===== config.mk =====
export PLATFORM = sky130hd
export DESIGN_NAME = lissajous_plotter
export DESIGN_NICKNAME = d
export VERILOG_FILES = /design/src/rtl/lp_pkg.sv /design/src/rtl/lp_ctrl.sv /design/src/rtl/lp_datapath.sv /design/src/rtl/lissajous_plotter.sv
export SDC_FILE = /design/constraint.sdc
export NUM_CORES = 1
export LEC_CHECK = 0
export ABC_AREA = 1
export BUFFER_PORTS_ARGS = -buffer_cell sky130_fd_sc_hd__buf_2
export CAP_MARGIN = 20
export CORE_MARGIN = 4
export CORE_UTILIZATION = 30
export CTS_CLUSTER_DIAMETER = 50
export DETAILED_ROUTE_END_ITERATION = 8
export PLACE_DENSITY = 0.55
export SKIP_LAST_GASP = 1
export SYNTH_ARGS = -nofsm -noshare
export SYNTH_HDL_FRONTEND = slang
export SYNTH_SLANG_ARGS = --single-unit

===== constraint.sdc =====
create_clock -name clk -period 7.83 [get_ports clk]
set_clock_uncertainty 0.05 [all_clocks]
set_input_delay 0.783 -clock clk [delete_from_list [all_inputs] [get_ports clk]]
set_output_delay 0.783 -clock clk [all_outputs]
set_load 0.005 [all_outputs]

===== src/rtl/lp_pkg.sv =====
package lp_pkg;
  typedef struct packed {
    logic ldFreqX;
    logic ldFreqY;
    logic ldPhaseY;
    logic startClear;
  } lp_cmd_t;
endpackage


===== src/rtl/lp_ctrl.sv =====
module lp_ctrl
  import lp_pkg::*;
#(
  parameter int SW_W = 8
) (
  input  logic            clk,
  input  logic            rst,
  input  logic [SW_W-1:0] swVal,
  input  logic [3:0]      btnRaw,
  output logic [SW_W-1:0] freqX,
  output logic [SW_W-1:0] freqY,
  output logic [SW_W-1:0] phaseY,
  output lp_cmd_t         cmd
);
  localparam int BTN_N = 4;
  localparam int REG_N = 3;

  logic [BTN_N-1:0] syncA, syncB, prevB, rise;
  logic [SW_W-1:0]  setting [REG_N];

  always_ff @(posedge clk) begin
    if (rst) begin
      syncA <= '0;
      syncB <= '0;
      prevB <= '0;
    end else begin
      syncA <= btnRaw;
      syncB <= syncA;
      prevB <= syncB;
    end
  end

  assign rise = syncB & ~prevB;

  assign cmd.ldFreqX    = rise[0];
  assign cmd.ldFreqY    = rise[1];
  assign cmd.ldPhaseY   = rise[2];
  assign cmd.startClear = rise[3];

  for (genvar g = 0; g < REG_N; g++) begin : g_setting
    always_ff @(posedge clk) begin
      if (rst) setting[g] <= '0;
      else if (rise[g]) setting[g] <= swVal;
    end
  end

  assign freqX  = setting[0];
  assign freqY  = setting[1];
  assign phaseY = setting[2];

  AST_LOAD_FREQ_X: assert property (@(posedge clk) disable iff (rst)
    cmd.ldFreqX |=> freqX == $past(swVal));
  AST_LOAD_PHASE: assert property (@(posedge clk) disable iff (rst)
    cmd.ldPhaseY |=> phaseY == $past(swVal));
  AST_ONE_LOAD_PER_PRESS: assert property (@(posedge clk) disable iff (rst)
    cmd.ldFreqX |=> !cmd.ldFreqX);
  AST_FREQ_Y_HOLD: assert property (@(posedge clk) disable iff (rst)
    !cmd.ldFreqY |=> $stable(freqY));
endmodule


===== src/rtl/lp_datapath.sv =====
module lp_datapath
  import lp_pkg::*;
#(
  parameter int FIELD    = 384,
  parameter int SAMPLE_W = 10
) (
  input  logic                               clk,
  input  logic                               rst,
  input  lp_cmd_t                            cmd,
  input  logic signed [SAMPLE_W-1:0]         smpData,
  input  logic                               smpValid,
  input  logic                               smpChan,
  output logic                               genReset,
  output logic                               wrEn,
  output logic [$clog2(FIELD*FIELD)-1:0]     wrAddr,
  output logic                               wrData
);
  localparam int NPIX  = FIELD * FIELD;
  localparam int AW    = $clog2(NPIX);
  localparam int CW    = $clog2(FIELD);
  localparam int HALF  = FIELD / 2;
  localparam int SCALE = HALF - 1;

  function automatic logic [CW-1:0] toPix(input logic signed [SAMPLE_W-1:0] s);
    logic signed [31:0] p;
    p = 32'(s) * 32'(SCALE);
    p = p >>> (SAMPLE_W - 1);
    p = p + 32'(HALF);
    if (p < 0) return '0;
    else if (p > 32'(FIELD - 1)) return CW'(FIELD - 1);
    else return p[CW-1:0];
  endfunction

  logic          clearBusy;
  logic [AW-1:0] clearCnt;
  logic          haveX;
  logic [CW-1:0] xPix;
  logic          plotWr;
  logic [AW-1:0] plotAddr;
  logic          blockPlot;

  assign blockPlot = clearBusy | cmd.startClear;

  always_ff @(posedge clk) begin
    if (rst) begin
      clearBusy <= 1'b0;
      clearCnt  <= '0;
    end else if (cmd.startClear) begin
      clearBusy <= 1'b1;
      clearCnt  <= '0;
    end else if (clearBusy) begin
      if (clearCnt == AW'(NPIX - 1)) clearBusy <= 1'b0;
      else clearCnt <= clearCnt + 1'b1;
    end
  end

  always_ff @(posedge clk) begin
    if (rst) begin
      haveX    <= 1'b0;
      xPix     <= '0;
      plotWr   <= 1'b0;
      plotAddr <= '0;
    end else begin
      plotWr <= 1'b0;
      if (blockPlot) begin
        haveX <= 1'b0;
      end else if (smpValid && !smpChan) begin
        xPix  <= toPix(smpData);
        haveX <= 1'b1;
      end else if (smpValid && smpChan && haveX) begin
        plotWr   <= 1'b1;
        plotAddr <= AW'(toPix(smpData)) * AW'(FIELD) + AW'(xPix);
        haveX    <= 1'b0;
      end
    end
  end

  assign genReset = clearBusy;
  assign wrEn     = clearBusy | plotWr;
  assign wrAddr   = clearBusy ? clearCnt : plotAddr;
  assign wrData   = !clearBusy;

  AST_PLOT_AFTER_Y: assert property (@(posedge clk) disable iff (rst)
    (wrEn && wrData) |-> $past(smpValid && smpChan));
  AST_ADDR_IN_FIELD: assert property (@(posedge clk) disable iff (rst)
    wrEn |-> wrAddr < AW'(NPIX));
  AST_CLEAR_STEP: assert property (@(posedge clk) disable iff (rst)
    (clearBusy && !cmd.startClear) |=> (!clearBusy || wrAddr == AW'($past(wrAddr) + 1'b1)));
  AST_NO_PLOT_IN_CLEAR: assert property (@(posedge clk) disable iff (rst)
    $past(clearBusy) |-> !(wrEn && wrData));
endmodule


===== src/rtl/lissajous_plotter.sv =====
module lissajous_plotter
  import lp_pkg::*;
#(
  parameter int FIELD    = 384,
  parameter int SAMPLE_W = 10
) (
  input  logic                           clk,
  input  logic                           rst,
  input  logic [7:0]                     swVal,
  input  logic [3:0]                     btnRaw,
  input  logic signed [SAMPLE_W-1:0]     smpData,
  input  logic                           smpValid,
  input  logic                           smpChan,
  output logic [7:0]                     freqX,
  output logic [7:0]                     freqY,
  output logic [7:0]                     phaseY,
  output logic                           genReset,
  output logic                           wrEn,
  output logic [$clog2(FIELD*FIELD)-1:0] wrAddr,
  output logic                           wrData
);
  lp_cmd_t cmd;

  lp_ctrl #(.SW_W(8)) u_ctrl (
    .clk(clk), .rst(rst), .swVal(swVal), .btnRaw(btnRaw),
    .freqX(freqX), .freqY(freqY), .phaseY(phaseY), .cmd(cmd)
  );

  lp_datapath #(.FIELD(FIELD), .SAMPLE_W(SAMPLE_W)) u_dp (
    .clk(clk), .rst(rst), .cmd(cmd),
    .smpData(smpData), .smpValid(smpValid), .smpChan(smpChan),
    .genReset(genReset), .wrEn(wrEn), .wrAddr(wrAddr), .wrData(wrData)
  );

  AST_RESET_QUIET: assert property (@(posedge clk)
    $past(rst) |-> (!wrEn && !genReset && freqX == 8'd0));
endmodule


# Word-level counts from Yosys, hierarchy flattened
# Memories as Yosys holds them, arrays and structs flattened.
# Index checks and enable logic that the tools add are counted.
dict set report totals {
  reg_bits 60
  ramBits 24
  in_bits 26
  output_inout_bits 45
  word_cells 67
  memories 1
}
dict set report op_classes {
  n_addsub 3
  multipliers 2
  order_cmp 2
  n_eq_ne 1
  n_mux 27
  bitwise_logic 10
  reduce_logical 12
}
# memory depth word_bits read_ports rd_clocked_by_memory_dff wr line
set memory_table {}
lappend memory_table {u_ctrl.setting 3 8 3 0 3 lp_ctrl.sv:19} ;# logic [SW_W-1:0] setting [REG_N];
# cell n
set ops {}
lappend ops {{$mux 9} 6}
lappend ops {{$gt 32x10->1 const B} 1}
lappend ops {{$lt 32x1->1 const B} 1}
lappend ops {{$mux 8} 3}
lappend ops {{$mul 10x9->19 const B} 1}
lappend ops {{$add 18x1->18 const B} 1}
lappend ops {{$add 18x9->18} 1}
lappend ops {{$eq 18x18->1 const B} 1}
lappend ops {{$mux 18} 1}
lappend ops {{$mux 1} 17}
lappend ops {{$add 10x9->11 const B} 1}
lappend ops {{$mul 9x2->11 const B} 1}
lappend ops {{$or 1x1->1} 5}
lappend ops {{$and 4x4->4} 1}
lappend ops {{$not 4->4} 1}
lappend ops {{$reduce_and 2->1} 2}
lappend ops {{$reduce_or 2->1} 2}
lappend ops {{$logic_and 1x1->1} 3}
lappend ops {{$not 1->1} 3}
lappend ops {{$reduce_and 3->1} 1}
lappend ops {{$reduce_or 3->1} 1}
lappend ops {{$logic_not 1->1} 2}
lappend ops {{$reduce_bool 2->1} 1}

# Depth between registers and ports, before layout
dict set report depth {
  ltp_word 11
  mapped_depth 44
  mapped_depth_nobuf 43
}

# Modules after synthesis
# Synthesis repeated with hierarchy kept, for this count alone.
dict set report unflattened {
  hier_cells 857
  hier_area_um2 6406.1
}
# module instances cells_each area_each_um2 seq_area_each_um2
set modules_own_cells {}
lappend modules_own_cells {lp_datapath 1 750 5127.4 960.9}
lappend modules_own_cells {lp_ctrl 1 107 1278.7 960.9}

# Worst setup path before layout
# No wires, ideal clock.
dict set report synth_path {
  path_type {input port to flip-flop}
  startpoint {in smpData[7]}
  endpoint {reg u_dp.plotAddr[16]}
  setup_time_ps 109
  arrival_ps 6629
  required_time_ps 7671
  path_slack_ps 1041
  path_stages 40
  path_buffers 1
  cell_sequence {fa_1 -> inv_1 -> fa_1 -> inv_1 -> fa_1 -> inv_1 -> fa_1 -> inv_1 -> ha_1 -> nand2_1 -> nand2_1 -> a21oi_2 -> nor2_1 -> nor2_1 -> nand2_1 -> nand2_1 -> nand2_1 -> ha_1 -> [4 not listed] -> nand2_1 -> nand3_2 -> nand2_2 -> buf_6 -> nand2_1 -> ha_1 -> fa_1 -> o21ai_0 -> nor2_2 -> nand2_2 -> nor2_2 -> nand2_1 -> nor2_2 -> nand2_1 -> nand2_1 -> nand3_1 -> nand2_1 -> inv_1}
}
dict set report synth_via {
  elab_chain_cells 11
  elab_cells_between_ends 12
  classes_between {add/sub (2); mul (2); order compare (2); mux (6)}
}
# item line
set synth_rtl {}
lappend synth_rtl {{from (decl)} lissajous_plotter.sv:11} ;# input logic signed [SAMPLE_W-1:0] smpData,
lappend synth_rtl {{$mul 10x9->19 *} lp_datapath.sv:26} ;# p = 32'(s) * 32'(SCALE);
lappend synth_rtl {{$add 10x9->11 *} lp_datapath.sv:28} ;# p = p + 32'(HALF);
lappend synth_rtl {{$gt 32x10->1} lp_datapath.sv:30} ;# else if (p > 32'(FIELD - 1)) return CW'(FIELD - 1);
lappend synth_rtl {{$mux 9} lp_datapath.sv:30}
lappend synth_rtl {{$mux 9 *} lp_datapath.sv:29} ;# if (p < 0) return '0;
lappend synth_rtl {{$mux 9 *} lp_datapath.sv:70} ;# end else if (smpValid && smpChan && haveX) begin
lappend synth_rtl {{$mux 9 *} lp_datapath.sv:67} ;# end else if (smpValid && !smpChan) begin
lappend synth_rtl {{$mux 9 *} lp_datapath.sv:65} ;# if (blockPlot) begin
lappend synth_rtl {{$mux 9 *} lp_datapath.sv:58} ;# if (rst) begin
lappend synth_rtl {{$mul 9x2->11 *} lp_datapath.sv:72} ;# plotAddr <= AW'(toPix(smpData)) * AW'(FIELD) + AW'(xPix);
lappend synth_rtl {{$add 18x9->18 *} lp_datapath.sv:72}
lappend synth_rtl {{to (signal assigned)} lp_datapath.sv:72}
lappend synth_rtl {{to (decl)} lp_datapath.sv:39} ;# logic [AW-1:0] plotAddr;
# Mark *: on every way between the ends. The rest lies on a longest branch, timed or not. The select of a mux whose other input is x is not followed.
# A chain may end at the register's enable or synchronous reset.

# Worst setup path in the final report
dict set report layout_path {
  startpoint {in smpData[8]}
  endpoint {reg u_dp.plotAddr[13]}
}
# The elaborated chain is that of the path after synthesis.

==> summary.txt <==
Die Width: 154.8 µm
Initial Util: 30.67%
number of antenna-violating nets in the routed design: 0
Worst R2R Setup Slack: 4.89 ns
Worst setup startpoint: smpData[8]
first-pass GRT wire length: 23,830 µm
I/O Buffers: 70
top cell type's share of synthesized area: 18.57%
synth top area cells: dfxtp_1 19%, fa_1 11%, edfxtp_1 11%
CTS resizes: 0
remaining global-route overflow: 0
DRC violation count after routing: 0
slew margin rel.: 54.31%
EDFF count, synth: 24
status: finished, final reports clean
dpl cell area: 7098 µm²
routed len/inst: 11.18 µm
Final Hold Vio Count: 0
I/O pin count: 71
area delta synth->final: 14.74%
setup TNS: 0 ns
final period utilization: 90.72%
Placeable Area: 21,090 µm²
crit end category: flop
synthesized area: 6467 µm²
cell taking the most area after synthesis: dfxtp_1
final wirelength: 13,750 µm
Worst Hold Depth: 2
min cycle time layout: 7.103 ns
detailed placement HPWL: 11,560 µm
register area share after synthesis: 29.72%
initial antenna violation count: 0
Routability Congestion: 0.8313
Post-CTS Setup Bufs: 0
Sink Count: 84
Top cell by count, worst path: nand2_1
largest net degree at the start of global routing: 28
Antenna diodes: 0
#FFs+latches synth: 84
WP buf/inv: 8
CTS tree: built
asr flop ratio synth: 0%
min-delay worst type: flop to flop
nets: 1,063
Critical Path Start Type: input pin
FMAX: 140.8 MHz
clk root buf: clkbuf_16
CTS Buf Count: 9
clock tree buffer depth: 2
share of cells above drive strength 1: 14.45%
All-Layer GR Usage: 11.75%
final count of pins violating max slew: 0
Critical Path RT: 8.06 ns
worst skew pair latency: 0.33 ns
RSZ-0062 raised after global routing: false
vias in the first global route: 5,130
most frequent cells in the layout: 190 x inv_1, 182 x nand2_1, 81 x nor2_1, 71 x buf_2, 60 x dfxtp_1
Final setup viols: 0
crit path max fanout: 12
Finished Cell Area: 7421 µm²
1st-pass router iterations: 5
vias: 5,394
crit path max-delay cell type: fa_1
# Max-Cap Violations: 0
clock-pin slew on the worst setup and hold paths: 0.06 ns
Final Core Density: 35.19%
Hold Path Origin: u_ctrl.syncA[1]
vias per cell: 4.385
WHS Endpoint: u_ctrl.syncB[1]
DIE AREA: 23,970 µm²
ys flop type: dfxtp_1
fill cell count: 2,258
Die Ht: 154.8 µm
critical path arrival: 7.33 ns
Unique masters post-synth: 38
first-iteration detailed-routing DRC count: 287
Worst-Margin Slew: 0.6847 ns
Reg2Reg Launch Point: u_dp.genReset
Syn. warnings: 0
Avg Cell Area, Syn: 7.349 µm²
syn_nets: 993
Hold Buf Count CTS: 0
critical path's top delay family: adder cells
Reg-to-Reg End: u_dp.clearCnt[17]
H-tree depth: 3
max incr delay on CP: 0.55 ns
R2R cell count: 12
# rows: 53
most common cell after layout, fill and taps aside: inv_1
critical setup path kind: input pin to flop
cells after synthesis: 880
==> synth_stat cells (all sizes together) (2+ instances only) <==
cell,count
ha,51
clkbuf,13
o21ai,60
edfxtp,24
a21boi,2
nand3b,2
or2,3
nor3b,4
dfxtp,60
o211ai,3
fa,36
nand2,198
nor3,11
xnor2,5
inv,202
nor2,88
nand3,44
nand4,7
a21oi,50
buf,2
xor2,9
==> how the worst max path moves through the flow <==
stage | to | cells past startpoint
final | u_dp.plotAddr[13] | 39
after global routing | u_dp.plotAddr[16] | 40
after CTS | u_dp.plotAddr[16] | 41
after detailed placement | u_dp.plotAddr[16] | 41
after global placement | u_dp.plotAddr[13] | 39
after floorplan | u_dp.plotAddr[16] | 40
==> layer usage <==
layer / wire length [µm] / GRT usage (%) / part of all wire [%]
met3: 412 / 1.035 / 3.0
met2: 6349 / 19.13 / 46
met5: 0 / 0 / 0
met1: 6837 / 16.71 / 50
met4: 155 / 3.322 / 1.1
==> logic make-up after synthesis <==
group                    count (synthesis)  synth area share [%]
buffers and inverters                  217                 12.83
XOR/XNOR                                14                 2.186
AND/OR/NAND/NOR                        359                 24.57
flip-flops                              84                 29.72
AO/OA/AOI/OAI                          119                 9.692
adder cells (fa/ha/maj)                 87                 21.01
==> final cells by class <==
| type | instances | area (µm²) | area share (%) |
|---|---|---|---|
| Clock inverter | 6 | 73.82 | 0.9948 |
| Sequential cell | 84 | 1922 | 25.90 |
| Timing Repair Buffer | 74 | 377.9 | 5.092 |
| Multi-Input combinational cell | 579 | 3716 | 50.08 |
| Clock buffer | 10 | 229.0 | 3.085 |
| Tap cell | 275 | 344.1 | 4.637 |
| Inverter | 202 | 758.2 | 10.22 |
==> worst min-delay path: stages (launching register included) <==
cell and delay (ns):
dfxtp_1 0.30, inv_1 0.04, nor2_1 0.03
==> per-stage QoR <==
stage               cells  hold slack [ns]  setup WS, ns
floorplan             880           0.3383         1.041
global placement     1211           0.3409        0.5512
detailed placement   1211           0.3448        0.3833
CTS                  1227           0.3539        0.7043
global route         1230           0.3876        0.1199
finish               1230           0.3510        0.7270
==> sequential cells by signal (all words and copies together), names as in the netlist <==
name and cells:
u_dp.genReset 1, u_dp.xPix 9, u_dp.clearCnt 18, u_dp.plotAddr 18
u_dp.haveX 1, u_ctrl.syncA 4, u_ctrl.setting 24, u_ctrl.prevB 4
u_dp.plotWr 1, u_ctrl.syncB 4
Power is left out: the tool's default activity adds up to more than one toggle a clock period on the data nets, which glitch-free logic cannot reach.
